$ cat config.mk
export PLATFORM = sky130hd
export DESIGN_NAME = decor_and_rmw
export DESIGN_NICKNAME = d
export VERILOG_FILES = /design/src/rtl/decor_pkg.sv /design/src/rtl/decor_ctrl.sv /design/src/rtl/decor_datapath.sv /design/src/rtl/decor_and_rmw.sv
export SDC_FILE = /design/constraint.sdc
export NUM_CORES = 1
export LEC_CHECK = 0
export BUFFER_PORTS_ARGS = -buffer_cell sky130_fd_sc_hd__buf_2
export CAP_MARGIN = 20
export CELL_PAD_IN_SITES_DETAIL_PLACEMENT = 0
export CELL_PAD_IN_SITES_GLOBAL_PLACEMENT = 1
export CORE_ASPECT_RATIO = 1.75
export CORE_MARGIN = 1
export CORE_UTILIZATION = 32
export CTS_CLUSTER_DIAMETER = 80
export DETAILED_ROUTE_END_ITERATION = 10
export MAX_ROUTING_LAYER = met4
export PLACE_DENSITY_LB_ADDON = 0.2
export SLEW_MARGIN = 20
export SYNTH_ARGS = -nofsm -noshare
export SYNTH_HDL_FRONTEND = slang
export SYNTH_SLANG_ARGS = --single-unit
export TNS_END_PERCENT = 100
$ cat constraint.sdc
create_clock -name clk -period 2.1 [get_ports clk]
set_input_delay 0.105 -clock clk [delete_from_list [all_inputs] [get_ports clk]]
set_output_delay 0.105 -clock clk [all_outputs]
set_load 0.02 [all_outputs]
$ cat src/rtl/decor_pkg.sv
package decor_pkg;
  typedef enum logic [1:0] {
    ST_IDLE = 2'd0,
    ST_PASS = 2'd1,
    ST_WB   = 2'd2,
    ST_DONE = 2'd3
  } rmwState_t;

  typedef struct packed {
    logic capture;
    logic useMask;
    logic issueWb;
  } ctrlStrb_t;
endpackage

$ cat src/rtl/decor_ctrl.sv
module decor_ctrl
  import decor_pkg::*;
(
  input  logic      clk,
  input  logic      rstN,
  input  logic      reqValid,
  input  logic      reqWrite,
  input  logic      addrDecorated,
  output ctrlStrb_t strb,
  output logic      memValid,
  output logic      memWrite,
  output logic      reqAccept,
  output logic      busy,
  output logic      respDone
);
  rmwState_t state, stateNext;
  logic takeReq, takeRmw;

  assign takeReq = rstN && (state == ST_IDLE) && reqValid;
  assign takeRmw = takeReq && reqWrite && addrDecorated;

  always_comb begin
    stateNext = state;
    unique case (state)
      ST_IDLE: if (takeReq) stateNext = takeRmw ? ST_WB : ST_PASS;
      ST_PASS: stateNext = ST_IDLE;
      ST_WB:   stateNext = ST_DONE;
      ST_DONE: stateNext = ST_IDLE;
      default: stateNext = ST_IDLE;
    endcase
  end

  always_ff @(posedge clk) begin
    if (!rstN) state <= ST_IDLE;
    else       state <= stateNext;
  end

  always_comb begin
    strb.capture = takeRmw;
    strb.useMask = takeRmw;
    strb.issueWb = rstN && (state == ST_WB);
  end

  assign memValid  = takeReq || strb.issueWb;
  assign memWrite  = strb.issueWb || (takeReq && reqWrite && !addrDecorated);
  assign reqAccept = (state == ST_IDLE);
  assign busy      = rstN && (state == ST_WB || state == ST_DONE);
  assign respDone  = rstN && (state == ST_PASS || state == ST_DONE);


  decorated_seq_chk: assert property (@(posedge clk) disable iff (!rstN)
    (reqValid && reqAccept && reqWrite && addrDecorated) |=> (busy && memValid && memWrite && !respDone));


  wb_then_done_chk: assert property (@(posedge clk) disable iff (!rstN)
    (busy && memValid) |=> (busy && respDone && !memValid));


  pass_one_cycle_chk: assert property (@(posedge clk) disable iff (!rstN)
    (reqValid && reqAccept && !(reqWrite && addrDecorated)) |=> (respDone && !busy && !memValid));


  accept_gap_chk: assert property (@(posedge clk) disable iff (!rstN)
    (reqValid && reqAccept) |=> !reqAccept);


  reset_quiet_chk: assert property (@(posedge clk)
    !rstN |-> (!memValid && !busy && !respDone));
endmodule

$ cat src/rtl/decor_datapath.sv
module decor_datapath
  import decor_pkg::*;
#(
  parameter int ADDR_W      = 32,
  parameter int DATA_W      = 32,
  parameter int SIZE_W      = 2,
  parameter int OFFSET_W    = 20,
  parameter int REGION_LO   = 29,
  parameter int OP_LO       = 26,
  parameter int OP_W        = 3,
  parameter logic [1:0] REGION_CODE = 2'b10,
  parameter logic [2:0] OP_AND_CODE = 3'b001
) (
  input  logic              clk,
  input  logic              rstN,
  input  ctrlStrb_t         strb,
  input  logic [ADDR_W-1:0] reqAddr,
  input  logic [SIZE_W-1:0] reqSize,
  input  logic [DATA_W-1:0] reqWdata,
  input  logic [DATA_W-1:0] memRdata,
  output logic              addrDecorated,
  output logic [ADDR_W-1:0] memAddr,
  output logic [SIZE_W-1:0] memSize,
  output logic [DATA_W/8-1:0] memStrb,
  output logic [DATA_W-1:0] memWdata
);
  localparam int LANES     = DATA_W / 8;
  localparam int LANE_BITS = $clog2(LANES);
  localparam int GAP_W     = REGION_LO - OFFSET_W;

  logic [ADDR_W-1:0] maskedAddr, capAddr;
  logic [SIZE_W-1:0] capSize;
  logic [LANES-1:0]  reqLanes, capLanes;
  logic [DATA_W-1:0] reqRepl, capRepl, mergedData;

  function automatic logic [LANES-1:0] laneSel(input logic [SIZE_W-1:0] sz,
                                               input logic [LANE_BITS-1:0] low);
    logic [LANES-1:0] sel;
    for (int i = 0; i < LANES; i++)
      sel[i] = ((LANE_BITS'(i) >> sz) == (low >> sz));
    return sel;
  endfunction

  function automatic logic [DATA_W-1:0] replicate(input logic [DATA_W-1:0] d,
                                                  input logic [SIZE_W-1:0] sz);
    logic [DATA_W-1:0]    r;
    logic [LANE_BITS-1:0] szMask;
    logic [LANE_BITS-1:0] src;
    szMask = LANE_BITS'((1 << sz) - 1);
    for (int i = 0; i < LANES; i++) begin
      src = LANE_BITS'(i) & szMask;
      r[8*i +: 8] = d[8*src +: 8];
    end
    return r;
  endfunction

  assign addrDecorated = (reqAddr[REGION_LO +: 2] == REGION_CODE) &&
                         (reqAddr[OP_LO +: OP_W] == OP_AND_CODE);
  assign maskedAddr = {reqAddr[ADDR_W-1:REGION_LO], {GAP_W{1'b0}}, reqAddr[OFFSET_W-1:0]};
  assign reqLanes   = laneSel(reqSize, reqAddr[LANE_BITS-1:0]);
  assign reqRepl    = replicate(reqWdata, reqSize);

  always_ff @(posedge clk) begin
    if (!rstN) begin
      capAddr  <= '0;
      capSize  <= '0;
      capLanes <= '0;
      capRepl  <= '0;
    end else if (strb.capture) begin
      capAddr  <= maskedAddr;
      capSize  <= reqSize;
      capLanes <= reqLanes;
      capRepl  <= reqRepl;
    end
  end

  for (genvar g = 0; g < LANES; g++) begin : g_lane
    assign mergedData[8*g +: 8] = capLanes[g] ? (memRdata[8*g +: 8] & capRepl[8*g +: 8])
                                              : memRdata[8*g +: 8];
  end

  always_comb begin
    if (strb.issueWb) begin
      memAddr  = capAddr;
      memSize  = capSize;
      memStrb  = capLanes;
      memWdata = mergedData;
    end else begin
      memAddr  = strb.useMask ? maskedAddr : reqAddr;
      memSize  = reqSize;
      memStrb  = reqLanes;
      memWdata = reqRepl;
    end
  end


  wb_addr_chk: assert property (@(posedge clk) disable iff (!rstN)
    strb.issueWb |-> (memAddr == $past(memAddr)));


  wb_clears_only_chk: assert property (@(posedge clk) disable iff (!rstN)
    strb.issueWb |-> ((memWdata & ~memRdata) == '0));


  strobe_count_chk: assert property (@(posedge clk) disable iff (!rstN)
    (int'(memSize) <= LANE_BITS) |-> ($countones(memStrb) == (1 << memSize)));


  masked_gap_chk: assert property (@(posedge clk) disable iff (!rstN)
    strb.capture |-> (memAddr[REGION_LO-1:OFFSET_W] == '0));
endmodule

$ cat src/rtl/decor_and_rmw.sv
module decor_and_rmw
  import decor_pkg::*;
#(
  parameter int ADDR_W   = 32,
  parameter int DATA_W   = 32,
  parameter int SIZE_W   = 2,
  parameter int OFFSET_W = 20
) (
  input  logic                clk,
  input  logic                rstN,
  input  logic                reqValid,
  input  logic                reqWrite,
  input  logic [SIZE_W-1:0]   reqSize,
  input  logic [ADDR_W-1:0]   reqAddr,
  input  logic [DATA_W-1:0]   reqWdata,
  output logic                reqAccept,
  output logic                respDone,
  output logic [DATA_W-1:0]   respRdata,
  output logic                busy,
  output logic                memValid,
  output logic                memWrite,
  output logic [ADDR_W-1:0]   memAddr,
  output logic [SIZE_W-1:0]   memSize,
  output logic [DATA_W/8-1:0] memStrb,
  output logic [DATA_W-1:0]   memWdata,
  input  logic [DATA_W-1:0]   memRdata
);
  ctrlStrb_t strb;
  logic      addrDecorated;

  decor_ctrl u_ctrl (
    .clk(clk), .rstN(rstN), .reqValid(reqValid), .reqWrite(reqWrite),
    .addrDecorated(addrDecorated), .strb(strb), .memValid(memValid),
    .memWrite(memWrite), .reqAccept(reqAccept), .busy(busy), .respDone(respDone)
  );

  decor_datapath #(
    .ADDR_W(ADDR_W), .DATA_W(DATA_W), .SIZE_W(SIZE_W), .OFFSET_W(OFFSET_W)
  ) u_dp (
    .clk(clk), .rstN(rstN), .strb(strb), .reqAddr(reqAddr), .reqSize(reqSize),
    .reqWdata(reqWdata), .memRdata(memRdata), .addrDecorated(addrDecorated),
    .memAddr(memAddr), .memSize(memSize), .memStrb(memStrb), .memWdata(memWdata)
  );

  assign respRdata = memRdata;
endmodule

After elaboration in Yosys (flattened, before gate mapping). Index checks and enable logic that the tools add are counted.

Bitwise operators: 4. Equal/unequal tests: 10. Shifts and indexed selects: 9. Reductions and logical operators: 16. Muxes and demuxes: 12. $add $sub $neg: 1.

Operators by type and width (count): $mux W32 (2); $shiftx A32 B6 Y8 (2); $and A8 B8 Y8 (4); $mux W8 (4); $shiftx A32 B5 Y8 (1); $mux W29 (1); $logic_and A1 B1 Y1 (9); $eq A2 B2 Y1 (4); $eq A2 B2 Y1 const B (3); $mux W2 (3); $pmux W2 S3 (1); $logic_or A1 B1 Y1 (4); $mux W4 (1); $shr A1 B2 Y2 const A (2); $shr A2 B2 Y2 const A (2); $eq A3 B1 Y1 const B (1); $eq A2 B1 Y1 const B (1); $logic_not A2 Y1 (1); $ne A2 B1 Y1 const B (1); $reduce_or A2 Y1 (1); $shl A1 B2 Y2 const A (1); $shr A2 B2 Y2 (1); $sub A2 B2 Y2 const B (1); $logic_not A1 Y1 (1).

Output and inout port bits: 107. Word-level logic and storage cells: 57. Bits in registers: 63. Bits of input ports: 102.

Logic depth before layout (Yosys ltp). Gate-level depths: netlist (run 1).

Word-level depth: 8. Gate-level depth with buffers: 7. Depth with buffers taken out: 3.

Hierarchy. From an unflattened synthesis (run 1), not the netlist that was laid out.

Cells, all modules: 448. Area total of the unflattened synthesis: 4035.1 µm².

By module, submodules not included: decor_datapath (area each 3656.0 µm², sequential area each 1221.2 µm², instances 1, cells each 397); decor_and_rmw (area each 240.2 µm², sequential area each 0.0 µm², instances 1, cells each 32); decor_ctrl (area each 138.9 µm², sequential area each 40.0 µm², instances 1, cells each 19).

Worst setup path after synthesis (run 1). No wires, ideal clock.

Path kind: input port to output port. Start: in reqSize[1]. End: out memSize[1]. Buffers on the path: 3. Cell stages on the path: 5. Arrival: 1.426 ns. Data required time: 1.995 ns. Slack: 0.569 ns. Path through: buf_2 -> buf_2 -> clkbuf_1 -> inv_1 -> o21ai_0.

Longest elaborated chain between the ends: 1.

RTL lines: start: declaration (RTL line decor_and_rmw.sv:13) `input logic [SIZE_W-1:0] reqSize,`; $mux W2 (RTL line decor_datapath.sv:83) `if (strb.issueWb) begin`; end: declaration (RTL line decor_and_rmw.sv:23) `output logic [SIZE_W-1:0] memSize,`.

No other way between the ends.

Final worst setup path (run 1).
Start: reg u_ctrl.state[0]. End: out memStrb[1].

Longest elaborated chain between the ends: 3.

RTL lines: start: declaration (RTL line decor_ctrl.sv:16) `rmwState_t state, stateNext;`; start signal: assignment (RTL line decor_ctrl.sv:35) `else state <= stateNext;`; $eq A2 B2 Y1 (RTL line decor_ctrl.sv:41) `strb.issueWb = rstN && (state == ST_WB);`; $logic_and A1 B1 Y1 (RTL line decor_ctrl.sv:41); $mux W4 (RTL line decor_datapath.sv:83); end: declaration (RTL line decor_and_rmw.sv:24) `output logic [DATA_W/8-1:0] memStrb,`.

No other way between the ends.

==> results of run 1 <==
flip-flops by register name (all words and copies together), names as in the netlist:
signal	cells
u_ctrl.state	2
u_dp.capAddr	23
u_dp.capLanes	4
u_dp.capRepl	32
u_dp.capSize	2
synth_stat cells:
| cell type | number |
|---|---|
| and4b_1 | 1 |
| nor3b_2 | 1 |
| nand2b_1 | 17 |
| o211ai_1 | 16 |
| nand2_1 | 167 |
| and2_1 | 4 |
| nand4_1 | 1 |
| inv_1 | 7 |
| clkbuf_1 | 32 |
| nor2b_1 | 1 |
| and4_4 | 1 |
| mux2_2 | 16 |
| nand3b_1 | 1 |
| and3b_1 | 1 |
| dfxtp_1 | 63 |
| buf_4 | 35 |
| a21oi_1 | 28 |
| and3_1 | 8 |
| o21a_1 | 1 |
| a41oi_1 | 12 |
| a311oi_1 | 2 |
| mux2i_1 | 55 |
| nor3_1 | 1 |
| nor2_2 | 1 |
| a211oi_1 | 10 |
| a31o_2 | 1 |
| buf_2 | 5 |
| buf_6 | 5 |
| nor2_1 | 15 |
| o21ai_0 | 44 |
| a31oi_1 | 2 |
where the power goes:
part           total, mW  switching (mW)  internal, mW
logic              0.672           0.418         0.254
clock network       1.48           0.536         0.945
registers           1.20         0.00292          1.20
cell type report:
| type | instances | share of cell area, % |
|---|---|---|
| multi-input combinational | 407 | 44.3 |
| clock buffer | 12 | 4.60 |
| sequential | 63 | 23.5 |
| inverter | 7 | 0.490 |
| clock inverter | 4 | 0.840 |
| timing repair buffer | 223 | 22.3 |
| tap | 168 | 3.92 |
worst reg2reg max path, stage by stage (launching register included):
cell	delay [ns]
dfxtp_1	0.34
and4b_1	0.44
and4_4	0.32
buf_12	0.24
mux2i_1	0.24
metrics by stage:
step                hold WS, ns  cell area, um2
floorplan                 0.247            4130
global placement          0.368            5050
detailed placement        0.378            5050
CTS                      0.0184            5360
global route             0.0405            5360
finish                   0.0324            5360
cell families after synthesis:
group | after synthesis
and+or+nand+nor | 220
AOI/OAI and AO/OA | 116
muxes | 71
buffers and inverters | 84
DFF | 63
metal layers:
| layer | GRT usage, % | up-vias | part of all wire (%) | wire, um |
|---|---|---|---|---|
| met5 | - | - | 0 | 0 |
| met1 | 23.2 | 1944 | 41 | 5520 |
| met3 | 2.44 | 23 | 4.7 | 626 |
| met4 | 8.98 | 0 | 2.4 | 316 |
| li1 | - | 2180 | - | - |
| met2 | 36.5 | 139 | 52 | 6970 |
worst paths after layout:
kind,end,slack [ns],cells after the start,from
setup / recovery,memStrb[1],0.16,5,u_ctrl.state[0]$_SDFFE_PN0P_
hold / removal,u_dp.capAddr[7]$_SDFFE_PN0P_,0.03,3,reqAddr[7]
setup reg to reg,u_dp.capRepl[4]$_SDFFE_PN0P_,0.46,4,u_ctrl.state[0]$_SDFFE_PN0P_
hold reg to reg,u_dp.capRepl[2]$_SDFFE_PN0P_,0.46,2,u_dp.capRepl[2]$_SDFFE_PN0P_
what timing repair did:
action,4_1_cts,5_1_grt
setup endpoints to repair,7,9
setup buffers,3,0
gates resized for setup,0,1
pin swaps,1,0
==> flow_metrics.py, run 1 <==
metrics = {
    "floorplan": {
        "rows": 54,
        "die-height_um": 152,
        "ios": 209,
        "core_um2": 12500,
        "die-area_um2": 13400,
        "start_util_pct": 33.0,
        "die_w_um": 87.9,
    },
    "sta": {
        "max_freq_mhz": 515,
        "drv_slew": 0,
        "fin_setup_tns_ns": 0,
        "finalCriticalPeriod_ns": 1.94,
        "slew_headroom_pct": 61.7,
        "worst_pin_slew_ns": 0.574,
        "final.setup.worst_slack_ns": 0.157,
        "rsz0062_at_grt": "no",
        "finalCritPeriodShare_pct": 92.5,
        "skew_ns": 0.00363,
        "setup_viol": 0,
        "hold_viol": 0,
    },
    "synth": {
        "synth_top_area_share_pct": 30.6,
        "synth_top_family_by_area": "simple AND/OR/NAND/NOR gates",
        "muxShareOfSynthArea_pct": 17.7,
        "synth-seq-cells": 63,
        "syn_area_um2": 4130,
        "ys_warn_count": 0,
        "synth_fp_nets": 656,
        "ys_types": 31,
        "synthCells": 554,
        "synth_xor_area_share_pct": 0,
        "synth_compound_area_share_pct": 17.1,
        "synth.area.top_cells": "dfxtp_1 31%, nand2_1 15%, mux2i_1 13%",
        "yosys.area_share.simple_pct": 22.7,
        "synth_seq_area_share_pct": 30.6,
        "synth_fa_ha_area_share_pct": 0,
        "avgSynthCellArea_um2": 7.45,
        "synth_top_area_cell": "dfxtp_1",
    },
    "setup_path": {
        "required_ns": 2.00,
        "timing.setup.critical_path_class": "reg2out",
        "path_cells": "nand3b_1, buf_6, nor2_1, a31oi_1, buf_2",
        "slowest_stage": "dfxtp_1",
        "cp_top_family": "buffers and inverters",
        "arrival_ns": 1.84,
        "slowest_delay_ns": 0.38,
        "critPathLaunchType": "register",
        "cp_max_fo": 63,
        "worstSetupEndpointType": "output port",
        "critPathBufInv": 2,
    },
    "placement": {
        "dpl_worst_slack_ns": 0.275,
        "hpwlAfterDp_um": 9850,
        "place.port_buffers": 208,
        "gp_congestion": 0.797,
        "place_inst": 865,
    },
    "route": {
        "wl_um": 13400,
        "ant_nets": 0,
        "vias_per_cell": 4.85,
        "drt_first_pass_iters": 4,
        "drc_errors": 0,
        "num_vias": 4286,
        "avgRoutedWirePerCell_um": 15.2,
        "drt_iter0_drc": 177,
    },
    "power_and_ir_drop": {
        "peakVddDrop_mv": 0.394,
        "power_mw": 3.36,
        "total_leakage_power_nw": 2.39,
        "power.density_nw_per_um2": 626,
    },
    "clocking": {
        "cts_buffer_depth": 2,
        "clockRootBuffer": "clkbuf_16",
        "cts.clk_slew.worst_paths_ns": 0.05,
        "ctsHoldBuffers": 0,
        "clock_latency_ns": 0.33,
        "numCtsBuffers": 9,
        "cts_tree": "built",
        "htree_num_levels": 3,
        "clock_sinks": 63,
    },
    "layout": {
        "finalNetCount": 813,
        "instances_no_fill": 884,
        "final_cell_mix": "207 x buf_2, 167 x nand2_1, 63 x dfxtp_1, 55 x mux2i_1, 44 x o21ai_0",
        "final_util_pct": 42.9,
        "antenna_cells": 0,
        "multi_input_area_um2": 2380,
        "register_area_um2": 1260,
        "drive_above_1_share_pct": 36.0,
        "final_common_cell": "buf_2",
        "syn2layout_area_growth_pct": 29.9,
        "fill_cells": 1312,
    },
    "flow_run": {
        "cap_violations": 0,
    },
    "run_status": {
        "status": "finished clean",
    },
    "grt": {
        "grt_max_degree": 64,
        "antenna_found_initial": 0,
        "grt_util_all_layers_pct": 20.9,
        "grt_pass1_wl_um": 20900,
        "overflow": 0,
        "grt_pass1_vias": 4106,
    },
    "min_path": {
        "min_path_type": "in2reg",
    },
}
(Power assumes the default switching activity.)
==> run 2: changes to the inputs <==
--- a/config.mk
+++ b/config.mk
@@ -11,7 +11,8 @@
 export CELL_PAD_IN_SITES_GLOBAL_PLACEMENT = 1
 export CORE_ASPECT_RATIO = 1.75
 export CORE_MARGIN = 1
-export CORE_UTILIZATION = 32
+export CORE_UTILIZATION = 35
+export CTS_BUF_LIST = sky130_fd_sc_hd__clkbuf_8
 export CTS_CLUSTER_DIAMETER = 80
 export DETAILED_ROUTE_END_ITERATION = 10
 export MAX_ROUTING_LAYER = met4
==> constraint.sdc (replaced) <==
create_clock -name clk -period 2.3 [get_ports clk]
set_input_delay 0.115 -clock clk [delete_from_list [all_inputs] [get_ports clk]]
set_output_delay 0.115 -clock clk [all_outputs]
set_load 0.02 [all_outputs]
==> run 2 against run 1 <==
The flow now finishes with violations (design-rule violations). First-iteration DRC count rose by 28%. Total power fell by 17%. Flip-flop and latch count did not move. Combinational power fell by 8.3%. Routed wire length fell by 3.6%. Design area fell by 1.9%. Critical path depth did not move. Final cell count fell by 3.5%. Die area fell by 8.4%. Count of clock-buffer cells in the layout fell by 1. Register-to-register slack improved by 0.05 ns. Non-clock buffer count rose by 2.
==> flow_metrics.py, run 2 (synthesis gave the netlist of run 1 again) <==
metrics = {
    "sta": {
        "rsz0062_at_grt": "no",
        "skew_ns": 0.00810,
        "finalCritPeriodShare_pct": 87.0,
        "setup_viol": 0,
        "fin_setup_tns_ns": 0,
        "max_freq_mhz": 500,
        "slew_headroom_pct": 39.7,
        "hold_viol": 0,
        "worst_pin_slew_ns": 0.904,
        "finalCriticalPeriod_ns": 2.00,
        "drv_slew": 0,
    },
    "floorplan": {
        "start_util_pct": 35.8,
        "core_um2": 11500,
        "rows": 52,
        "die_w_um": 84.1,
        "die-area_um2": 12200,
        "ios": 209,
        "die-height_um": 146,
    },
    "layout": {
        "syn2layout_area_growth_pct": 27.5,
        "drive_above_1_share_pct": 35.7,
        "reg.largest.list": "u_dp.capRepl: 32 flops, u_dp.capAddr: 23 flops, u_dp.capLanes: 4 flops",
        "final_cell_mix": "207 x buf_2, 167 x nand2_1, 63 x dfxtp_1, 55 x mux2i_1, 44 x o21ai_0",
        "finalInstanceArea_um2": 5260,
        "top_register": "u_dp.capRepl",
        "final_common_cell": "buf_2",
        "instances_no_fill": 853,
        "finalNetCount": 815,
        "antenna_cells": 0,
        "largest_reg_flops": 32,
    },
    "clocking": {
        "clockRootBuffer": "clkbuf_8",
        "cts.clk_slew.worst_paths_ns": 0.07,
        "htree_num_levels": 3,
        "cts_tree": "built",
        "post_cts_buffers": 0,
        "clock_latency_ns": 0.35,
        "numCtsBuffers": 9,
        "cts_buffer_depth": 2,
        "ctsResizeCount": 0,
        "clock_sinks": 63,
        "ctsHoldBuffers": 3,
    },
    "grt": {
        "grt_max_degree": 97,
        "overflow": 0,
        "grt_pass1_vias": 3995,
        "grt_pass1_wl_um": 20000,
        "grt_util_all_layers_pct": 21.3,
        "antenna_found_initial": 0,
    },
    "power_and_ir_drop": {
        "p_int_mw": 1.99,
        "power.share.clock_pct": 38.9,
        "total_leakage_power_nw": 2.37,
        "p_sw_share_pct": 29.0,
        "power.density_nw_per_um2": 532,
        "peakVddDrop_mv": 0.269,
        "power_frac_seq_pct": 39.1,
        "switchingPower_mw": 0.813,
        "combPwrFrac_pct": 22.0,
    },
    "run_status": {
        "violations": "design-rule violations",
        "status": "finished, violations left",
    },
    "flow_run": {
        "cap_violations": 0,
    },
    "setup_path": {
        "r2r_start": "u_ctrl.state[0]$_SDFFE_PN0P_",
        "crit_start": "u_ctrl.state[0]$_SDFFE_PN0P_",
        "slowest_stage": "and4b_1",
        "path_cells": "and4b_1, nand4_1, buf_4, and3_1, buf_2",
        "worstSetupEndpointType": "output port",
        "timing.setup.critical_path_class": "reg2out",
        "slowest_delay_ns": 0.40,
        "required_ns": 2.18,
        "critPathLaunchType": "register",
        "arrival_ns": 1.89,
        "cp_max_fo": 10,
    },
    "placement": {
        "place_area_um2": 5000,
        "hpwlAfterDp_um": 9670,
        "place_inst": 833,
        "place.port_buffers": 208,
        "gp_congestion": 0.808,
    },
    "route": {
        "vias_per_cell": 5.09,
        "num_vias": 4342,
        "drt_first_pass_iters": 8,
        "avgRoutedWirePerCell_um": 15.2,
        "wl_um": 12900,
        "drt_iter0_drc": 226,
        "ant_nets": 0,
        "drc_errors": 32,
    },
    "min_path": {
        "min_path_type": "in2reg",
        "hp-start": "reqAddr[17]",
    },
}
-- run 2: worst paths after layout --
path                                    to  depth (start not counted)  slack [ns]
max                            memAddr[20]                          5        0.30
min reg2reg  u_dp.capRepl[31]$_SDFFE_PN0P_                          2        0.46
max reg2reg  u_dp.capRepl[28]$_SDFFE_PN0P_                          4        0.51
min          u_dp.capAddr[17]$_SDFFE_PN0P_                          3        0.02
-- run 2: layout make-up --
type	instances	area (um2)
Multi-Input combinational cell	407	2380
Fill cell	1221	6250
Tap cell	135	169
Clock inverter	5	72.6
Inverter	7	26.3
Clock buffer	11	151
Timing Repair Buffer	225	1210
Sequential cell	63	1260
-- run 2: layer usage --
layer	vias to the layer above	GRT usage (%)	share of wire, %
li1	2172	-	-
met1	1994	23.1	39
met2	159	38.4	53
met3	17	3.74	6.0
met4	0	7.59	1.9
met5	-	-	0
-- run 2: worst max-delay path, delay by kind of cell, from the launching register on --
kind	cells	cell delay [ns]
flip-flops	1	0.34
AND/OR/NAND/NOR	3	0.80
buffers and inverters	2	0.39
-- run 2: power by group through the flow --
stage	combinational (mW)	clock (mW)	sequential [mW]
after detailed placement	0.613	0	1.12
final	0.616	1.09	1.10
after global routing	0.666	1.17	1.10
after global placement	0.611	0	1.12
after floorplan	0.396	0	1.12
after CTS	0.619	1.12	1.10
-- run 2: per-stage QoR --
stage	util [%]	hold WS, ns	total power [mW]	setup WS (ns)
floorplan	-	0.257	1.52	0.749
global placement	43.4	0.379	1.73	0.620
detailed placement	43.4	0.380	1.73	0.543
global route	45.7	0.00991	2.94	0.120
finish	45.7	0.0224	2.80	0.298
CTS	45.6	0.000216	2.83	0.294
==> run 3: changes to the inputs <==
--- a/config.mk
+++ b/config.mk
@@ -17,6 +17,7 @@
 export DETAILED_ROUTE_END_ITERATION = 10
 export MAX_ROUTING_LAYER = met4
 export PLACE_DENSITY_LB_ADDON = 0.2
+export REMOVE_ABC_BUFFERS = 1
 export SLEW_MARGIN = 20
 export SYNTH_ARGS = -nofsm -noshare
 export SYNTH_HDL_FRONTEND = slang
==> run 3 against run 2 <==
The flow still finishes with violations (design-rule violations). Highest routed layer unchanged. Fmax grew 1.4%. Setup slack gained 0.027 ns. First-iteration DRC count shrank 12%. Via count shrank 0.64%. Sequential power is essentially flat. Hold slack lost 0.0051 ns. Final cell count shrank 0.47%. Critical path depth is the same. Total power shrank 0.14%.
==> flow_metrics.py, run 3 (synthesis gave the netlist of run 1 again) <==
metrics = {
    "layout": {
        "fill_cells": 1219,
        "register_area_um2": 1260,
        "final_common_cell": "buf_2",
        "multi_input_area_um2": 2380,
        "syn2layout_area_growth_pct": 26.6,
        "top_register": "u_dp.capRepl",
        "largest_reg_flops": 32,
        "drive_above_1_share_pct": 36.1,
        "final_cell_mix": "208 x buf_2, 167 x nand2_1, 63 x dfxtp_1, 55 x mux2i_1, 44 x o21ai_0",
        "reg.largest.list": "u_dp.capRepl: 32 flops, u_dp.capAddr: 23 flops, u_dp.capLanes: 4 flops",
        "final_util_pct": 45.4,
        "finalNetCount": 811,
        "finalInstanceArea_um2": 5230,
        "antenna_cells": 0,
    },
    "sta": {
        "timing.hold.ws_ns": 0.0172,
        "finalCriticalPeriod_ns": 1.97,
        "skew_ns": 0.00980,
        "rsz0062_at_grt": "no",
        "drv_slew": 0,
        "slew_headroom_pct": 47.9,
        "setup_viol": 0,
        "hold_viol": 0,
        "finalCritPeriodShare_pct": 85.8,
        "worst_pin_slew_ns": 0.782,
        "max_freq_mhz": 506,
    },
    "route": {
        "drc_errors": 24,
        "avgRoutedWirePerCell_um": 15.5,
        "wl_um": 13100,
        "drt_iter0_drc": 199,
        "vias_per_cell": 5.08,
        "num_vias": 4314,
        "ant_nets": 0,
        "drt_first_pass_iters": 7,
    },
    "setup_path": {
        "timing.setup.critical_path_class": "reg2out",
        "worstSetupEndpointType": "output port",
        "critPathBufInv": 2,
        "cp_max_fo": 27,
        "slowest_delay_ns": 0.49,
        "slowest_stage": "and3b_2",
        "required_ns": 2.18,
        "critPathLaunchType": "register",
        "cp_top_family": "simple AND/OR/NAND/NOR gates",
        "arrival_ns": 1.86,
        "path_cells": "and3b_2, buf_12, nor2_1, a21oi_1, buf_2",
    },
    "min_path": {
        "min_path_type": "in2reg",
    },
    "placement": {
        "place.port_buffers": 208,
        "hpwlAfterDp_um": 9460,
        "place_area_um2": 4980,
        "gp_congestion": 0.794,
    },
    "clocking": {
        "clockRootBuffer": "clkbuf_8",
        "clock_sinks": 63,
        "cts_tree": "built",
        "clock_latency_ns": 0.35,
        "numCtsBuffers": 9,
        "cts_buffer_depth": 2,
        "htree_num_levels": 3,
        "cts.clk_slew.worst_paths_ns": 0.07,
    },
    "floorplan": {
        "ios": 209,
        "start_util_pct": 35.8,
        "die-height_um": 146,
        "core_um2": 11500,
        "die_w_um": 84.1,
        "die-area_um2": 12200,
        "rows": 52,
    },
    "run_status": {
        "status": "finished, violations left",
        "violations": "design-rule violations",
    },
    "grt": {
        "grt_pass1_wl_um": 20400,
        "grt_util_all_layers_pct": 21.9,
        "grt_max_degree": 83,
        "grt_pass1_vias": 4052,
        "antenna_found_initial": 0,
        "overflow": 0,
    },
    "power_and_ir_drop": {
        "power.density_nw_per_um2": 536,
        "total_leakage_power_nw": 2.35,
        "peakVddDrop_mv": 0.280,
        "power_mw": 2.80,
    },
    "flow_run": {
        "cap_violations": 0,
    },
}
run 3: cell types whose count changed in the layout (fill, tap and decap cells not counted), sizes merged:
cell         change
clkbuf           +3
inv              -2
dlygate4sd3      -4
bufinv           -1
run 3: layout make-up:
class                      count  area share [%]
timing repair buffer         221            22.3
clock inverter                 2           0.670
sequential                    63            24.1
clock buffer                  14            3.69
tap                          135            3.23
multi-input combinational    407            45.5
inverter                       7           0.503
run 3: timing repair:
| item | 4_1_cts | 5_1_grt |
|---|---|---|
| resized for setup | 0 | 0 |
| buffers inserted | 0 | 2 |
| endpoints found under the hold margin | 0 | 0 |
| hold buffers | 0 | 0 |
| setup endpoints to repair | 0 | 7 |
run 3: through the flow:
| stage | setup slack [ns] | TNS (ns) | std cells |
|---|---|---|---|
| floorplan | -0.590 | -19.56 | 477 |
| global placement | 0.557 | 0 | 831 |
| detailed placement | 0.558 | 0 | 831 |
| CTS | 0.171 | 0 | 847 |
| global route | 0.225 | 0 | 849 |
| finish | 0.325 | 0 | 849 |
run 3: power by group:
group / switching (mW) / internal (mW)
Combinational: 0.375 / 0.232
Sequential: 0.00269 / 1.09
Clock: 0.448 / 0.647
Total: 0.825 / 1.97
run 3: path summary, 6_finish.rpt:
check,startpoint,to,slack (ns),depth (start not counted)
setup reg to reg,u_ctrl.state[1]$_SDFFE_PN0P_,u_dp.capRepl[7]$_SDFFE_PN0P_,0.56,4
hold reg to reg,u_dp.capAddr[8]$_SDFFE_PN0P_,u_dp.capAddr[8]$_SDFFE_PN0P_,0.46,2
hold / removal,reqAddr[5],u_dp.capAddr[5]$_SDFFE_PN0P_,0.02,3
setup / recovery,u_ctrl.state[1]$_SDFFE_PN0P_,memWdata[18],0.33,5
run 3: routing by layer:
metal | vias to the layer above | share of wire (%) | routed length (um) | global-route usage (%)
met2 | 134 | 54 | 7110 | 39.7
met3 | 18 | 4.8 | 625 | 2.67
li1 | 2165 | - | - | -
met1 | 1997 | 39 | 5130 | 23.7
met5 | - | 0 | 0 | -
met4 | 0 | 1.9 | 255 | 9.40
run 3: tightest hold or removal path, cell delays in order:
cell	delay, ns
buf_2	0.10
nand2_1	0.05
mux2i_1	0.05
